File: src/rtl/drawcmd_pkg.sv
package drawcmd_pkg;

    localparam int STAT_W = 13;

    typedef logic [7:0] cmd_t;

    typedef enum logic [1:0] {
        ST_COLLECT,
        ST_DRAIN,
        ST_RECT_WR
    } pstate_e;

    typedef struct packed {
        logic [3:0] params;
        logic       tex_flat;
        logic       tex_shaded;
        logic       env_wr;
        logic       tpage_set;
        logic       mask_set;
        logic       rect_wr;
        logic       rect_rd;
    } cmd_info_t;

    // Parameter words that follow a header with this code.
    function automatic logic [3:0] param_count(cmd_t c);
        logic [3:0] n;
        n = 4'd0;
        if (c[7:5] == 3'b001) begin
            case (c[4:2])
                3'd0:    n = 4'd3;
                3'd1:    n = 4'd6;
                3'd2:    n = 4'd4;
                3'd3:    n = 4'd8;
                3'd4:    n = 4'd5;
                3'd5:    n = 4'd8;
                3'd6:    n = 4'd7;
                default: n = 4'd11;
            endcase
        end else if (c == 8'h02) begin
            n = 4'd2;
        end else if (c[7:2] == 6'b011000) begin
            n = 4'd2;
        end else if (c[7:2] == 6'b011010) begin
            n = 4'd1;
        end else if (c == 8'h80) begin
            n = 4'd3;
        end else if (c == 8'hA0 || c == 8'hC0) begin
            n = 4'd2;
        end
        return n;
    endfunction

endpackage

File: src/rtl/dcp_cmd_decode.sv
module dcp_cmd_decode
    import drawcmd_pkg::*;
(
    input  cmd_t      cmd,
    output cmd_info_t info
);

    always_comb begin
        info            = '0;
        info.params     = param_count(cmd);
        info.tex_flat   = ((cmd & 8'hF4) == 8'h24);
        info.tex_shaded = ((cmd & 8'hF4) == 8'h34);
        info.env_wr     = (cmd[7:3] == 5'b11100);
        info.tpage_set  = (cmd == 8'hE1);
        info.mask_set   = (cmd == 8'hE6);
        info.rect_wr    = (cmd == 8'hA0);
        info.rect_rd    = (cmd == 8'hC0);
    end

endmodule

File: src/rtl/dcp_pkt_store.sv
module dcp_pkt_store #(
    parameter int  DEPTH = 12,
    parameter int  W     = 32,
    parameter int  NRD   = 2,
    localparam int IW    = $clog2(DEPTH)
) (
    input  logic              clk,
    input  logic              wr_en,
    input  logic [IW-1:0]     wr_idx,
    input  logic [W-1:0]      wr_data,
    input  logic [NRD*IW-1:0] rd_idx,
    output logic [NRD*W-1:0]  rd_data
);

    logic [W-1:0] mem [DEPTH];

    always_ff @(posedge clk) begin
        if (wr_en) begin
            mem[wr_idx] <= wr_data;
        end
    end

    for (genvar g = 0; g < NRD; g++) begin : g_rd
        assign rd_data[g*W +: W] = mem[rd_idx[g*IW +: IW]];
    end

endmodule

File: src/rtl/dcp_env_snoop.sv
module dcp_env_snoop
    import drawcmd_pkg::*;
#(
    parameter int  W     = 32,
    parameter int  ENV_N = 8,
    localparam int EIW   = $clog2(ENV_N)
) (
    input  logic               clk,
    input  logic               rst,
    input  logic               commit,
    input  cmd_info_t          info,
    input  cmd_t               cmd,
    input  logic [W-1:0]       cur_word,
    input  logic [W-1:0]       tex_word,
    output logic [STAT_W-1:0]  stat,
    output logic [ENV_N*W-1:0] env_flat
);

    logic [W-1:0]      env_q [ENV_N];
    logic [STAT_W-1:0] stat_q;

    always_ff @(posedge clk) begin
        if (rst) begin
            stat_q <= '0;
            for (int k = 0; k < ENV_N; k++) begin
                env_q[k] <= '0;
            end
        end else if (commit) begin
            if (info.tex_flat || info.tex_shaded) begin
                stat_q[8:0] <= tex_word[8:0];
            end
            if (info.tpage_set) begin
                stat_q[10:0] <= cur_word[10:0];
            end
            if (info.mask_set) begin
                stat_q[12:11] <= cur_word[1:0];
            end
            if (info.env_wr) begin
                env_q[cmd[EIW-1:0]] <= cur_word;
            end
        end
    end

    assign stat = stat_q;

    for (genvar g = 0; g < ENV_N; g++) begin : g_env
        assign env_flat[g*W +: W] = env_q[g];
    end

    AST_ENV_HOLD:  assert property (@(posedge clk) disable iff (rst)
        !commit |=> $stable(env_flat));
    AST_STAT_HOLD: assert property (@(posedge clk) disable iff (rst)
        !commit |=> $stable(stat));

endmodule

File: src/rtl/draw_cmd_parser.sv
module draw_cmd_parser
    import drawcmd_pkg::*;
#(
    parameter int WORD_W  = 32,
    parameter int MAX_PKT = 12,
    parameter int ENV_N   = 8
) (
    input  logic                    clk,
    input  logic                    rst,
    input  logic                    in_valid,
    input  logic [WORD_W-1:0]       in_data,
    output logic                    in_ready,
    output logic                    pkt_valid,
    output logic [WORD_W-1:0]       pkt_data,
    output logic                    pkt_last,
    input  logic                    pkt_ready,
    output logic [STAT_W-1:0]       stat_bits,
    output logic [ENV_N*WORD_W-1:0] env_regs,
    output logic                    xfer_start,
    output logic                    xfer_is_read,
    output logic [WORD_W-1:0]       xfer_pos,
    output logic [WORD_W-1:0]       xfer_size,
    output logic                    xfer_wvalid,
    output logic [WORD_W-1:0]       xfer_wdata,
    input  logic                    xfer_wready,
    input  logic                    xfer_done
);

    localparam int IDX_W = $clog2(MAX_PKT);
    localparam int LEN_W = IDX_W + 1;

    pstate_e           state_q;
    logic [IDX_W-1:0]  idx_q;
    logic [IDX_W-1:0]  rd_ptr_q;
    logic [LEN_W-1:0]  len_q;
    logic [LEN_W-1:0]  cur_len;
    cmd_t              cmd_q;
    cmd_t              cur_cmd;
    cmd_info_t         cur_info;
    logic              accept;
    logic              commit;
    logic              is_rect;
    logic [IDX_W-1:0]  tap_idx;
    logic [WORD_W-1:0] tap_word;
    logic [2*IDX_W-1:0]  rd_idx;
    logic [2*WORD_W-1:0] rd_data;

    logic              xs_q;
    logic              xr_q;
    logic [WORD_W-1:0] xpos_q;
    logic [WORD_W-1:0] xsize_q;

    // Header code comes live from the input on word 0, then from the latch.
    assign cur_cmd = (idx_q == '0) ? in_data[WORD_W-1 -: 8] : cmd_q;

    dcp_cmd_decode u_dec (
        .cmd  (cur_cmd),
        .info (cur_info)
    );

    assign cur_len = LEN_W'(cur_info.params) + LEN_W'(1);
    assign accept  = (state_q == ST_COLLECT) && in_valid;
    assign commit  = accept && ({1'b0, idx_q} == cur_len - LEN_W'(1));
    assign is_rect = cur_info.rect_wr || cur_info.rect_rd;

    always_comb begin
        if (is_rect) begin
            tap_idx = IDX_W'(1);
        end else if (cur_info.tex_shaded) begin
            tap_idx = IDX_W'(5);
        end else begin
            tap_idx = IDX_W'(4);
        end
    end

    assign rd_idx = {tap_idx, rd_ptr_q};

    dcp_pkt_store #(
        .DEPTH (MAX_PKT),
        .W     (WORD_W),
        .NRD   (2)
    ) u_store (
        .clk     (clk),
        .wr_en   (accept),
        .wr_idx  (idx_q),
        .wr_data (in_data),
        .rd_idx  (rd_idx),
        .rd_data (rd_data)
    );

    assign pkt_data = rd_data[WORD_W-1:0];
    assign tap_word = rd_data[2*WORD_W-1 -: WORD_W];

    dcp_env_snoop #(
        .W     (WORD_W),
        .ENV_N (ENV_N)
    ) u_snoop (
        .clk      (clk),
        .rst      (rst),
        .commit   (commit),
        .info     (cur_info),
        .cmd      (cur_cmd),
        .cur_word (in_data),
        .tex_word (tap_word),
        .stat     (stat_bits),
        .env_flat (env_regs)
    );

    always_ff @(posedge clk) begin
        if (rst) begin
            state_q  <= ST_COLLECT;
            idx_q    <= '0;
            rd_ptr_q <= '0;
            len_q    <= '0;
            cmd_q    <= '0;
            xs_q     <= 1'b0;
            xr_q     <= 1'b0;
            xpos_q   <= '0;
            xsize_q  <= '0;
        end else begin
            xs_q <= 1'b0;
            case (state_q)
                ST_COLLECT: begin
                    if (accept) begin
                        if (idx_q == '0) begin
                            cmd_q <= cur_cmd;
                        end
                        if (commit) begin
                            idx_q <= '0;
                            if (is_rect) begin
                                xs_q    <= 1'b1;
                                xr_q    <= cur_info.rect_rd;
                                xpos_q  <= tap_word;
                                xsize_q <= in_data;
                                state_q <= cur_info.rect_wr ? ST_RECT_WR : ST_COLLECT;
                            end else begin
                                len_q    <= cur_len;
                                rd_ptr_q <= '0;
                                state_q  <= ST_DRAIN;
                            end
                        end else begin
                            idx_q <= idx_q + 1'b1;
                        end
                    end
                end
                ST_DRAIN: begin
                    if (pkt_ready) begin
                        if (pkt_last) begin
                            state_q <= ST_COLLECT;
                        end else begin
                            rd_ptr_q <= rd_ptr_q + 1'b1;
                        end
                    end
                end
                ST_RECT_WR: begin
                    if (xfer_done) begin
                        state_q <= ST_COLLECT;
                    end
                end
                default: state_q <= ST_COLLECT;
            endcase
        end
    end

    assign in_ready     = (state_q == ST_COLLECT) ||
                          ((state_q == ST_RECT_WR) && xfer_wready);
    assign pkt_valid    = (state_q == ST_DRAIN);
    assign pkt_last     = ({1'b0, rd_ptr_q} == len_q - LEN_W'(1));
    assign xfer_start   = xs_q;
    assign xfer_is_read = xr_q;
    assign xfer_pos     = xpos_q;
    assign xfer_size    = xsize_q;
    assign xfer_wvalid  = (state_q == ST_RECT_WR) && in_valid;
    assign xfer_wdata   = in_data;

    AST_IDX_BOUND:       assert property (@(posedge clk) disable iff (rst)
        accept |-> (int'(idx_q) < MAX_PKT));
    AST_DRAIN_STALLS_IN: assert property (@(posedge clk) disable iff (rst)
        pkt_valid |-> !in_ready);
    AST_LAST_ENDS_PKT:   assert property (@(posedge clk) disable iff (rst)
        (pkt_valid && pkt_ready && pkt_last) |=> !pkt_valid);
    AST_STALL_STABLE:    assert property (@(posedge clk) disable iff (rst)
        (pkt_valid && !pkt_ready) |=>
            (pkt_valid && $stable(pkt_data) && $stable(pkt_last)));
    AST_START_PULSE:     assert property (@(posedge clk) disable iff (rst)
        xfer_start |=> !xfer_start);
    AST_WR_NO_PKT:       assert property (@(posedge clk) disable iff (rst)
        xfer_wvalid |-> !pkt_valid);

endmodule

File: config.mk
export PLATFORM = sky130hd
export DESIGN_NAME = draw_cmd_parser
export DESIGN_NICKNAME = d
export VERILOG_FILES = /design/src/rtl/drawcmd_pkg.sv /design/src/rtl/dcp_cmd_decode.sv /design/src/rtl/dcp_pkt_store.sv /design/src/rtl/dcp_env_snoop.sv /design/src/rtl/draw_cmd_parser.sv
export SDC_FILE = /design/constraint.sdc
export NUM_CORES = 1
export LEC_CHECK = 0
export ABC_AREA = 1
export BUFFER_PORTS_ARGS = -buffer_cell sky130_fd_sc_hd__buf_2
export CAP_MARGIN = 40
export CORE_MARGIN = 8
export CORE_UTILIZATION = 41
export DETAILED_ROUTE_END_ITERATION = 16
export PLACE_DENSITY_LB_ADDON = 0.05
export SYNTH_ARGS = -nofsm -noshare
export SYNTH_HDL_FRONTEND = slang
export SYNTH_SLANG_ARGS = --single-unit
File: constraint.sdc
create_clock -name clk -period 12.9 [get_ports clk]
set_input_delay 0.645 -clock clk [delete_from_list [all_inputs] [get_ports clk]]
set_output_delay 0.645 -clock clk [all_outputs]
set_load 0.005 [all_outputs]
; ---- Yosys cells after proc, flatten, opt, wreduce, memory -nomap -nowiden
; Memories as Yosys holds them, arrays and structs flattened. A register that Yosys moved wholly into a read port is not among the register bits.
; Index checks and enable logic that the tools add are counted.
[classes]
n_eq_ne = 29
n_addsub = 5
muxes = 41
n_reduce_logical = 24
bitwise_logic = 4
[ops]
columns = operator, count
row1 = 4-bit 2-to-1 mux, 13
row2 = 8-bit == test (second input constant), 5
row3 = 32-bit 2-to-1 mux, 1
row4 = 32-bit OR reduction, 1
row5 = 4-bit case mux with 6 select lines, 1
row6 = 9-bit 2-to-1 mux, 2
row7 = 2-bit 2-to-1 mux, 8
row8 = 6-bit by 5-bit == test with 1-bit output (second input constant), 2
row9 = 1-bit 2-to-1 mux, 11
row10 = 4-bit by 5-bit == test with 1-bit output, 2
row11 = 5-bit by 3-bit == test with 1-bit output (second input constant), 2
row12 = 2-bit inequality test (second input constant), 5
row13 = 5-bit by 1-bit subtractor with 5-bit output (second input constant), 2
row14 = 3-bit == test (second input constant), 3
row15 = 4-bit by 1-bit adder with 4-bit output (second input constant), 2
row16 = 8-bit by 2-bit == test with 1-bit output (second input constant), 1
row17 = 8-bit 2-to-1 mux, 1
row18 = 4-bit case mux with 2 select lines, 1
row19 = 2-bit AND reduction, 4
row20 = 4-bit AND reduction, 2
row21 = 3-bit by 1-bit == test with 1-bit output (second input constant), 2
row22 = 3-bit by 2-bit == test with 1-bit output (second input constant), 2
row23 = 3-bit 2-to-1 mux, 2
row24 = 2-bit case mux with 3 select lines, 1
row25 = other kinds (17), 27
[totals]
mem_bits_rw = 640
memories = 2
regBits = 102
elab_cells = 117
out_inout_bits = 403
[memory_table]
columns = name, depth, width, rd, rd_ports_with_merged_regs, write_ports, line_no
row1 = u_store.mem, 12, 32, 2, 1, 1, dcp_pkt_store.sv:15  ; logic [W-1:0] mem [DEPTH];
row2 = u_snoop.env_q, 8, 32, 8, 0, 8, dcp_env_snoop.sv:19  ; logic [W-1:0] env_q [ENV_N];

; ---- Logic depth before layout (Yosys ltp)
[depth]
depth_word = 19
ltp_mapped = 25

; ---- By module
; Synthesis repeated with hierarchy kept, for this count alone.
[hier_totals]
cells_unflattened = 3706
hier_area_um2 = 34202.8
[by_module_without_submodules]
columns = mod, area_each_um2, seq_area_each_um2, n_inst, cells_each
row1 = dcp_pkt_store, 19847.8, 11531.1, 1, 2263
row2 = dcp_env_snoop, 9669.3, 7947.6, 1, 702
row3 = draw_cmd_parser, 4443.0, 1781.7, 1, 689
row4 = dcp_cmd_decode, 242.7, 0.0, 1, 52

; ---- Worst setup path before layout
; Ideal clock, no wire load.
[synth_path]
kind = in2reg
startpoint = input port in_data[26]
endpoint = memory u_snoop.env_q[3][0], enable pin
setup_time_ns = 0.466
arrival_ns = 5.068
setup_slack_ns = 7.366
cell_stages = 20
n_path_buf = 1
path_cell_list = clkinv_1 nand3_1 nand2_1 nand2_2 nor2_2 nand2_1 nand2_2 nor2_1 nand2_1 nand2_1 inv_1 ha_1 xnor2_1 nor2_1 nand3_1 nand2_4 nor2_8 nand2_4 buf_2 o21ai_0
[synth_rtl]
columns = item, line_no
row1 = from (decl), draw_cmd_parser.sv:11  ; input logic [WORD_W-1:0] in_data,
row2 = to (decl), dcp_env_snoop.sv:19

==> results.py <==
metrics = {
    "critical_path": {
        "cp.required_ns": 13.26,
        "start_kind": "register",
        "worst-path-max-fanout": 70,
        "cp.arrival_ns": 6.46,
        "worst_setup_path_end_kind": "register",
        "crit_type": "reg2reg",
        "ff2ff_setup_slack_ns": 6.80,
    },
    "detailed_routing": {
        "via_count": 21500,
        "ant_nets": 0,
        "dr.pass1.iters": 6,
        "detail_route.vias_per_cell": 5.44,
        "wirelength_um": 106000,
        "routedWlPerCell_um": 26.7,
        "drt_iter0_drc": 1770,
        "drc": 0,
    },
    "clock_network": {
        "hold_buffers": 0,
        "cts_made_buffers": 80,
        "cts_resized": 0,
        "htreeDepth": 3,
        "cts_tree": "done",
        "cts_root_buffer": "clkbuf_16",
        "clockBufferDepth": 3,
        "clkLatencyLatePin_ns": 0.61,
        "clk_pin_slew_worst_paths_ns": 0.06,
        "clock_sinks": 746,
        "post_cts_buffers": 0,
    },
    "floorplan": {
        "coreArea_um2": 72800,
        "die_w_um": 287,
        "fp-row-count": 99,
        "dieHeight_um": 287,
        "start_util": 0.413,
        "pin_count": 441,
        "fp.dieArea_um2": 82200,
    },
    "timing": {
        "setup_viol": 0,
        "slew_headroom": 0.365,
        "maxSlewViolCount": 0,
        "min_period_ns": 6.10,
        "grt_setup_unrepaired": "no",
        "post-route-period-util": 0.473,
        "fmax_mhz": 164,
        "setup-tns-final_ns": 0,
        "worst_clock_skew_ns": 0.0191,
        "hold_viol": 0,
        "worst_pin_slew_ns": 0.952,
    },
    "placement": {
        "hpwl_um": 70000,
        "gp_congestion": 0.911,
        "placed_area_um2": 33100,
        "io_buffers": 440,
    },
    "yosys": {
        "synthTopCellsByArea": "edfxtp_1, dfxtp_1, nor2_1",
        "seq_area_frac_synth": 0.710,
        "yosysTopAreaCell": "edfxtp_1",
        "yosysTopAreaCellShare": 0.639,
        "synthArstFlopShare": 0,
        "syn_nets": 2620,
        "yosysMostFrequentCell": "edfxtp_1",
        "synth-seq-cells": 746,
        "synthesis.area_um2": 30100,
        "synth_edf_count": 640,
        "synth_ff_type": "edfxtp_1",
        "avgSynthCellArea_um2": 11.7,
        "yosysWarnings": 0,
        "synthTopCellsByCount": "edfxtp_1, nor2_1, o21ai_0",
        "synth.distinct_cells": 37,
        "postSynthCellCount": 2574,
    },
    "global_routing": {
        "first_global_vias": 21600,
        "grt_pass1_wl_um": 153000,
        "grt_max_degree": 79,
        "grt_busiest_layer": "met2",
        "use_met3": 0.0674,
        "use_met1": 0.304,
        "overflow": 0,
        "globalRouteTotalUtil": 0.250,
        "use_met2": 0.434,
        "antenna_found_initial": 1,
    },
    "pwr": {
        "power_leakage_nw": 13.6,
        "powerDensity_nw_per_um2": 172,
        "vdd_drop_max_v": 0.000142,
    },
    "cells_and_area": {
        "nNetsFinal": 2979,
        "stdcell_area_um2": 35600,
        "drive_gt1_frac": 0.229,
        "syn2layout_area_growth_pct": 18.5,
    },
    "hold_path": {
        "holdCritPathClass": "in2reg",
    },
    "job": {
        "maxCapViolations": 0,
    },
    "run_status": {
        "status": "finished, final reports clean",
    },
}
==> cell families after synthesis <==
kind of cell             synth area share
adder cells (fa/ha/maj)           0.00333
XOR/XNOR                          0.00262
AND/OR/NAND/NOR                     0.133
flip-flops                          0.710
AO/OA/AOI/OAI                      0.0938
buffers and inverters              0.0571
==> metrics by stage <==
step	total power [mW]	util	hold WS [ns]	setup slack, ns	instances
after detailed placement	3.97	0.454	0.464	6.81	3810
after CTS	6.20	0.489	0.187	6.85	3957
after floorplan	3.53	-	0.430	7.37	2574
after global placement	3.94	0.450	0.460	6.78	3795
after global routing	6.39	0.489	0.201	6.31	3957
final	6.15	0.489	0.222	6.80	3959
==> critical path, cell delays in order, from the launching register on <==
cell     delay [ns]
dfxtp_1        0.35
inv_1          0.14
ha_1           0.52
nand2_2        0.29
nand2_1        0.12
nand2_1        0.17
nand2_2        0.70
nor2_2         0.13
nand2_1        0.15
nand2_2        0.06
buf_4          0.24
nor2_1         0.12
nand2_1        0.10
nand2_1        0.10
inv_1          0.07
ha_1           0.19
xnor2_1        0.14
nor2_1         0.10
nand3_1        0.18
nand2_4        0.19
nor2_8         0.06
nand2_4        0.32
buf_4          0.75
o21ai_4        0.30
buf_16         0.27
==> cell type report <==
type                    count  area, um2
fillers                  6682      37200
diodes                      2       5.00
multi-input cells        1459       7150
well taps                 959       1200
flip-flops and latches    746      21300
clock buffers             119       2400
repair buffers            501       2800
inverters                 145        551
clock inverters            28        170
==> routing by layer <==
metal / vias to the layer above / part of all wire
li1: 9769 / -
met1: 10900 / 0.39
met2: 751 / 0.50
met3: 126 / 0.080
met4: 0 / 0.024
met5: - / 0
==> placed cells by master (no fill, tap or decap), drive strengths merged <==
cell      instances
a22oi             6
edfxtp          640
o221ai           13
clkbuf          119
o22ai            52
diode             2
nand3            46
nor2            433
o211ai           17
nand3b            2
nand4             4
ha                8
a211oi           15
dfxtp           106
xnor2             4
a21oi            87
bufinv            1
nand2           226
o31ai             1
o21ai           313
clkinv           40
nor4              1
clkinvlp          2
or2               6
xor2              5
nor3            206
buf             501
a31oi            14
inv             130
==> registers in the layout (all words and copies together), names as in the netlist, named ones only <==
| register | flops |
|---|---|
| len_q | 5 |
| xfer_is_read | 1 |
| u_snoop.stat | 13 |
| cmd_q | 8 |
| rd_ptr_q | 4 |
| xfer_pos | 32 |
| u_store.mem | 384 |
| state_q | 2 |
| xfer_start | 1 |
| xfer_size | 32 |
| idx_q | 4 |
| u_snoop.env_q | 256 |
==> final timing paths <==
kind | startpoint | endpoint | depth (start not counted)
worst max register to register | idx_q[0] | u_snoop.env_q[0][26] | 24
worst min-delay path | xfer_done | state_q[1] | 2
worst min register to register | len_q[4] | len_q[4] | 2
worst max-delay path | idx_q[0] | u_snoop.env_q[0][26] | 24
==> report_power, final <==
group          switching, mW  leakage [nW]  internal [mW]
Clock                  0.939          1.26           1.31
Combinational          0.829          5.32          0.295
Sequential            0.0539          6.97           2.72
Total                   1.82          13.6           4.32
No activity file was read; power rests on OpenSTA's default activity.
